### config.mk
export PLATFORM = sky130hd
export DESIGN_NAME = popcnt31_tree
export DESIGN_NICKNAME = d
export VERILOG_FILES = /design/src/rtl/popcnt_pkg.sv /design/src/rtl/popcnt_fa3.sv /design/src/rtl/popcnt_rca.sv /design/src/rtl/popcnt31_tree.sv
export SDC_FILE = /design/constraint.sdc
export NUM_CORES = 1
export LEC_CHECK = 0
export BUFFER_PORTS_ARGS = -buffer_cell sky130_fd_sc_hd__buf_4
export CAP_MARGIN = 25
export CORE_MARGIN = 2
export CORE_UTILIZATION = 44
export CTS_CLUSTER_SIZE = 12
export DETAILED_ROUTE_END_ITERATION = 12
export MAX_ROUTING_LAYER = met4
export PLACE_DENSITY = 0.78
export SKIP_LAST_GASP = 1
export SYNTH_ARGS = -nofsm -noshare
export SYNTH_HDL_FRONTEND = slang
export SYNTH_HIERARCHICAL = 1
export SYNTH_SLANG_ARGS = --single-unit
### constraint.sdc
create_clock -name clk -period 3.4 [get_ports clk]
set_input_delay 0.17 -clock clk [delete_from_list [all_inputs] [get_ports clk]]
set_output_delay 0.17 -clock clk [all_outputs]
set_load 0.01 [all_outputs]
### src/rtl/popcnt_pkg.sv
package popcnt_pkg;
   localparam int PC_IN_W    = 31;                  // total input bits
   localparam int PC_FA_N    = 8;                   // level-1 full adders
   localparam int PC_L2_N    = PC_FA_N / 2;         // level-2 adders
   localparam int PC_L3_N    = PC_L2_N / 2;         // level-3 adders
   localparam int PC_L2_BASE = 3 * PC_FA_N;         // first carry-in bit, level 2
   localparam int PC_L3_BASE = PC_L2_BASE + PC_L2_N;
   localparam int PC_L4_BIT  = PC_L3_BASE + PC_L3_N;
   localparam int PC_OUT_W   = $clog2(PC_IN_W + 1);
endpackage

### src/rtl/popcnt_fa3.sv
module popcnt_fa3 (
   input  logic [2:0] trio_i,
   output logic [1:0] sum_o
);
   logic s, c;
   always_comb begin
      s = trio_i[0] ^ trio_i[1] ^ trio_i[2];
      c = (trio_i[0] & trio_i[1]) | (trio_i[2] & (trio_i[0] ^ trio_i[1]));
      sum_o = {c, s};
   end


   always_comb begin
      fa_sum_chk: assert (sum_o == 2'(trio_i[0]) + 2'(trio_i[1]) + 2'(trio_i[2]))
         else $error("full adder miscount");
   end
endmodule

### src/rtl/popcnt_rca.sv
module popcnt_rca #(
   parameter int W = 2
) (
   input  logic [W-1:0] a_i,
   input  logic [W-1:0] b_i,
   input  logic         cin_i,
   output logic [W:0]   sum_o
);
   if (W < 1) begin : g_bad_w
      $error("popcnt_rca: W must be at least 1");
   end

   logic [W:0] carry;
   assign carry[0] = cin_i;

   for (genvar i = 0; i < W; i++) begin : g_bit
      assign sum_o[i]    = a_i[i] ^ b_i[i] ^ carry[i];
      assign carry[i+1]  = (a_i[i] & b_i[i]) | (carry[i] & (a_i[i] ^ b_i[i]));
   end
   assign sum_o[W] = carry[W];


   always_comb begin
      no_overflow_chk: assert (sum_o == (W+1)'(a_i) + (W+1)'(b_i) + (W+1)'(cin_i))
         else $error("ripple adder result wrong or overflowed");
   end
endmodule

### src/rtl/popcnt31_tree.sv
module popcnt31_tree
   import popcnt_pkg::*;
#(
   parameter int IN_W    = 31,
   parameter bit OUT_REG = 1'b1
) (
   input  logic        clk,
   input  logic        rst_n,
   input  logic [30:0] bits_i,
   output logic [4:0]  count_o
);
   localparam int OUT_W = $clog2(IN_W + 1);

   if (IN_W != PC_IN_W) begin : g_bad_width
      $error("popcnt31_tree: the tree is full at 31 inputs only");
   end
   if (OUT_W != PC_OUT_W) begin : g_bad_out
      $error("popcnt31_tree: output width mismatch");
   end

   // level 1: triples to 2-bit sums
   logic [1:0] l1 [PC_FA_N];
   for (genvar f = 0; f < PC_FA_N; f++) begin : g_l1
      popcnt_fa3 u_fa (
         .trio_i (bits_i[3*f +: 3]),
         .sum_o  (l1[f])
      );
   end

   // level 2: pairs of 2-bit sums plus one spare input
   logic [2:0] l2 [PC_L2_N];
   for (genvar p = 0; p < PC_L2_N; p++) begin : g_l2
      popcnt_rca #(.W(2)) u_add (
         .a_i   (l1[2*p]),
         .b_i   (l1[2*p+1]),
         .cin_i (bits_i[PC_L2_BASE + p]),
         .sum_o (l2[p])
      );
   end

   // level 3: pairs of 3-bit sums plus one spare input
   logic [3:0] l3 [PC_L3_N];
   for (genvar q = 0; q < PC_L3_N; q++) begin : g_l3
      popcnt_rca #(.W(3)) u_add (
         .a_i   (l2[2*q]),
         .b_i   (l2[2*q+1]),
         .cin_i (bits_i[PC_L3_BASE + q]),
         .sum_o (l3[q])
      );
   end

   // level 4: final 4-bit add, last input as carry-in
   logic [4:0] total;
   popcnt_rca #(.W(4)) u_final (
      .a_i   (l3[0]),
      .b_i   (l3[1]),
      .cin_i (bits_i[PC_L4_BIT]),
      .sum_o (total)
   );

   if (OUT_REG) begin : g_reg
      logic [4:0] count_q;
      always_ff @(posedge clk) begin
         if (!rst_n) count_q <= '0;
         else        count_q <= total;
      end
      assign count_o = count_q;


      reset_clear_chk: assert property (@(posedge clk) !rst_n |=> count_o == 5'd0)
         else $error("output not cleared by reset");

      pop_match_chk: assert property (@(posedge clk) disable iff (!rst_n)
         $past(rst_n) |-> count_o == 5'($countones($past(bits_i))))
         else $error("registered count mismatch");

      all_ones_chk: assert property (@(posedge clk) disable iff (!rst_n)
         ($past(rst_n) && $past(&bits_i)) |-> count_o == 5'd31)
         else $error("all-ones input not counted as 31");
   end else begin : g_comb
      assign count_o = total;


      always_comb begin
         pop_match_chk: assert (count_o == 5'($countones(bits_i)))
            else $error("direct count mismatch");
      end

      all_ones_chk: assert property (@(posedge clk) disable iff (!rst_n)
         (&bits_i) |-> count_o == 5'd31)
         else $error("all-ones input not counted as 31");
   end
endmodule

==> results of run 1 <==
## final timing paths
kind,startpoint,depth (start not counted),endpoint,slack [ns]
setup / recovery,bits_i[0],15,count_o[3]$_SDFF_PN0_,-0.11
hold / removal,rst_n,2,count_o[4]$_SDFF_PN0_,0.16
## per-layer routing
layer | vias to the layer above | global-route usage, %
met1 | 322 | 10.3
met2 | 21 | 28.2
met3 | 0 | 0.862
met4 | 0 | 3.95
met5 | - | -
li1 | 313 | -
## timing repair
item / 4_1_cts / 5_1_grt
endpoints found under the setup margin: 1 / 2
gates resized for setup: 6 / 4
pin swaps: 1 / 5
## cell families after synthesis
logic type	count (synthesis)	share of synthesized area [%]
simple gates	5	3.11
fa+ha+maj	26	51.8
buf+inv	78	35.1
flops	5	9.96
## Yosys cell counts
master	instances	area (um2)
inv_1	62	233
fa_1	26	521
buf_4	16	120
and2_1	5	31.3
dfxtp_1	5	100
## area by class of cell
type                            instances  area (um2)  share of cell area, %
Clock buffer                            4        26.3                   2.10
Inverter                               62         233                   18.6
Multi-Input combinational cell         31         579                   46.3
Sequential cell                         5         100                   8.00
Tap cell                               28        35.0                   2.80
Timing Repair Buffer                   37         278                   22.2
## where the power goes
group / switching, mW / internal [mW]
logic: 0.298 / 0.268
registers: 0.00614 / 0.0881
clock network: 0.0219 / 0.0442
total: 0.326 / 0.401
## critical path: cells and delay by family
kind          cells  cell delay (ns)
buf+inv           7             0.37
fa+ha+maj         7             2.96
simple gates      1             0.13
## through the flow
stage	instance area, um2	setup slack (ns)	power [mW]	hold slack [ns]
after floorplan	1030	-0.180	0.519	0.292
after global placement	1220	-0.258	0.603	0.403
after detailed placement	1220	-0.399	0.665	0.404
after CTS	1250	-0.121	0.749	0.153
after global routing	1250	-0.208	0.855	0.173
final	1250	-0.105	0.726	0.161
==> results.md, run 1 <==
* Number of I/O pins at 38
* First-pass iteration count of the detailed router at 1
* Cell leakage power at between 0.7 and 0.8 nW
* Total number of placement rows at 17
* Cells traversed along the worst timing path: buf_4 > fa_1 > inv_2 > fa_2 > fa_1 > inv_2 > fa_2 > inv_2 > fa_2 > inv_2 > fa_2 > inv_2 > fa_1 > inv_1 > and2_1
* GRT Util Overall at 12.6%
* WL/cell at 8.51 um
* Nature of the critical path startpoint: input port
* Overall die area at approximately 0.0027 mm2
* Final Net Count at 199
* TritonCTS clock tree: yes
* Via count of the first global-routing pass at between 700 and 800
* Proportion of synthesized chip area in sequential cells at 9.96%
* Mean cell area of the mapped netlist at 8.81 um2
* Filler Cells Inserted at 206
* Most used cell along the critical path: inv_2
* Final-report hold violation count at 0
* Area overhead of the layout relative to synthesis at 24.5%
* Die Ht at 51.8 um
* Maximum operating frequency at 0.285 GHz
* Max Cap Viol at 0
* Max incr delay on CP at 0.54 ns
* Most common cell after layout, fill and taps aside: inv_1
* Wire length on met1 at 421 um
* Number of nets in the synthesized netlist at about 170
* Worst supply voltage drop on vdd at 320 uV
* PnR worst setup slack at -0.105 ns
* Critical path's slowest cell: fa_1
* Arrival time of the worst setup path at 3.63 ns
* Count of unique library cells instantiated by Yosys at 5
* Remaining routing DRC violations at 0
* Max Used Layer: met3
* Pin count of the biggest net entering global routing at 6
* Top library cells by usage in the layout, fill and taps aside: 48 x inv_1, 37 x buf_4, 15 x fa_1
* Hold buffers post-CTS at 0
* Violations in the final reports: setup timing
* Met3 WL post-DR at slightly above 80 um
* Worst slew margin relative to its limit at 93.9%
* Number of diodes at 0
* Root buffer cell: clkbuf_4
* Global-route wire length before repair at 2450 um
* Portion of the clock cycle consumed by the worst path in the final layout at 103%
* Number of storage elements in the synthesis netlist at 5
* Ratio of cells with drive above 1 in the final layout at 46.8%
* Clock transition at the registers of the reported paths at approximately 0.040 ns
* Core outline area at between 0.002 and 0.0025 mm2
* Total CTS buffers at 3
* Setup TNS at -0.105 ns
* Worst-margin pin slew at 0.0908 ns
* Met2 WL at roughly 920 um
* Routed vias/inst at 3.93
* Number of flip-flops in the largest register at 5
* Setup repair after global routing missed its margin: true
* Total setup violations reported at the end of the flow at 1
* DRC marker count from the first detailed-route iteration at 0
* Type of the worst setup path: in2reg
* Clock sink count at 5
* Placed cell count at about 160
* Detailed Route WL at between 1000 and 1500 um
* CP Data Required Time at 3.53 ns
* CP Capture Type: flip-flop
* Final max-slew violation count at 0
* Layout Cells excl Fill at between 150 and 200
* Warnings, synthesis at 6
* Power per Cell Area at roughly 580 mW/mm2
* Post-CTS setup-driven buffer insertion count at 0
* Buffers added on ports at 37
* Number of instances in the synthesized netlist at 114
* Floorplan die width at 51.8 um
* Result of the run: complete, but fails checks
* Antenna violations before repair at 0
* Remaining global-route overflow at 0
* Largest fanout on the critical path at 1
* Initial core utilization at 45.9%
* Estimated wirelength of the detail-placed design at 1460 um
* Summed instance area of the synthesized netlist at 0.00100 mm2
* Total number of vias at 656
* Final core utilization at 57.1%
* Clock tree buffer depth at 2
* Final critical delay including setup and external delays at ~3.5 ns
* Post-DRT Antenna Nets at 0
* Hold/Removal Path Class: in2reg
* Number of H-tree levels at 1
* Final Wtd Congestion at 0.692
Note: power is estimated with default switching activity, not from simulation.
==> run 2, diff against run 1 <==
--- a/config.mk
+++ b/config.mk
@@ -5,7 +5,7 @@
 export SDC_FILE = /design/constraint.sdc
 export NUM_CORES = 1
 export LEC_CHECK = 0
-export BUFFER_PORTS_ARGS = -buffer_cell sky130_fd_sc_hd__buf_4
+export BUFFER_PORTS_ARGS = -buffer_cell sky130_fd_sc_hd__buf_2
 export CAP_MARGIN = 25
 export CORE_MARGIN = 2
 export CORE_UTILIZATION = 44
==> results.md, run 2 (synthesized netlist as in run 1, its figures left out) <==
* Core outline area at 0.00219 mm2
* Detailed Route WL at 1200 um
* Portion of the clock cycle consumed by the worst path in the final layout at 101%
* Hold buffers post-CTS at 0
* Clock tree buffer depth at 2
* Total number of vias at 635
* Antenna violations before repair at 0
* Ratio of cells with drive above 1 in the final layout at a little under half
* Type of the worst setup path: in2reg
* Nature of the critical path startpoint: input port
* PnR worst setup slack at -0.0472 ns
* Worst-margin pin slew at around 0.093 ns
* Worst slew margin relative to its limit at between 90 and 100%
* Cell leakage power at 0.717 nW
* Arrival time of the worst setup path at roughly 3.6 ns
* Final critical delay including setup and external delays at approximately 3.4 ns
* Area overhead of the layout relative to synthesis at 15.3%
* Total setup violations reported at the end of the flow at 1
* Largest fanout on the critical path at 1
* Final-report hold violation count at 0
* Global-route wire length before repair at 2210 um
* First-pass iteration count of the detailed router at 2
* Total CTS buffers at 3
* Clock transition at the registers of the reported paths at 0.04 ns
* Filler Cells Inserted at 210
* TritonCTS clock tree: yes
* Power per Cell Area at between 500 and 600 mW/mm2
* Violations in the final reports: setup timing
* Setup repair after global routing missed its margin: true
* Number of I/O pins at 38
* Multi-input gate area in the final layout at approximately 580 um2
* Number of H-tree levels at 1
* Floorplan die width at 51.8 um
* Number of flip-flops in the largest register at 5
* Number of diodes at 0
* Clock sink count at 5
* Top library cells by usage in the layout, fill and taps aside: 49 x inv_1, 37 x buf_2, 15 x fa_1
* WL/cell at between 7 and 8 um
* Final Wtd Congestion at 0.714
* Post-CTS setup-driven buffer insertion count at 0
* GRT Util Overall at between 10 and 15%
* DRC marker count from the first detailed-route iteration at 6
* Routed vias/inst at 3.80
* Most common cell after layout, fill and taps aside: inv_1
* Buffers added on ports at 37
* Worst hold path depth at 2
* Worst supply voltage drop on vdd at 291 uV
* CP Capture Type: flip-flop
* Remaining global-route overflow at 0
* Estimated wirelength of the detail-placed design at between 1000 and 1500 um
* Total number of placement rows at 17
* Hold/Removal Path Class: in2reg
* Via count of the first global-routing pass at roughly 650
* Pin count of the biggest net entering global routing at 6
* Max Cap Viol at 0
* Final core utilization at about 53%
* Final max-slew violation count at 0
* CP Data Required Time at 3.53 ns
* Remaining routing DRC violations at 0
* Hold Path End: count_o[2]$_SDFF_PN0_
* Overall die area at 0.00268 mm2
* Post-DRT Antenna Nets at 0
* Maximum operating frequency at 0.290 GHz
* Result of the run: complete, but fails checks
* Worst slack at placement at -0.291 ns
* Final Net Count at 199
* Final Hold Slack at 0.181 ns
* Initial core utilization at 45.9%
* Die Ht at 51.8 um
* Hold wc startpoint: rst_n
* Area used by sequential logic in the layout at 100 um2
* Root buffer cell: clkbuf_4
[run 2: changes by cell type in the layout (fill, tap and decap cells not counted)]
cell / previous run / this run
buf_2: 0 / 37
buf_4: 37 / 0
inv_1: 48 / 49
inv_2: 14 / 13
[run 2: critical path, stage by stage]
cell and delay [ns]:
buf_2 0.11, fa_1 0.55, inv_2 0.04, fa_2 0.35, fa_1 0.53, inv_2 0.04
fa_2 0.52, inv_1 0.05, fa_2 0.32, inv_2 0.06, fa_2 0.18, inv_2 0.03
fa_1 0.47, inv_1 0.03, and2_1 0.12
[run 2: worst max-delay path by stage]
stage	start	to	slack [ns]	cells after the start
after detailed placement	bits_i[3]	count_o[3]$_SDFF_PN0_	-0.29	15
final	bits_i[20]	count_o[3]$_SDFF_PN0_	-0.05	15
after floorplan	bits_i[3]	count_o[3]$_SDFF_PN0_	-0.18	15
after global routing	bits_i[20]	count_o[3]$_SDFF_PN0_	-0.14	15
after global placement	bits_i[3]	count_o[3]$_SDFF_PN0_	-0.25	17
after CTS	bits_i[21]	count_o[3]$_SDFF_PN0_	-0.03	15
[run 2: final cells by class]
type	count	share of cell area, %
Clock buffer	4	2.27
Inverter	62	20.1
Multi-Input combinational cell	31	50.0
Sequential cell	5	8.64
Tap cell	28	3.02
Timing Repair Buffer	37	16.0
[run 2: timing repair]
| action | in CTS | in global routing |
|---|---|---|
| setup endpoints to repair | 1 | 2 |
| pin swaps | 2 | 6 |
| gates resized for setup | 1 | 8 |
[run 2: per-layer routing]
layer	GRT usage, %	part of all wire (%)	vias up
met5	-	0	-
met4	6.58	1.3	0
met3	0.862	6.8	2
met2	21.4	56	23
met1	11.8	36	297
li1	-	-	313
[run 2: where the power goes]
group	switching, mW	total (mW)	internal (mW)	leakage [nW]
clock network	0.0217	0.0659	0.0442	0.0150
registers	0.00482	0.0928	0.0879	0.0417
logic	0.278	0.519	0.240	0.660
[run 2: per-stage QoR]
step / TNS (ns) / instance area (um2) / total power, mW / std cells
3_5_place_dp: -0.472 / 1130 / 0.613 / 163
4_1_cts: -0.0278 / 1150 / 0.682 / 167
3_3_place_gp: -0.338 / 1130 / 0.579 / 163
6_report: -0.0472 / 1160 / 0.677 / 167
5_1_grt: -0.146 / 1160 / 0.806 / 167
2_1_floorplan: -0.184 / 1030 / 0.519 / 114
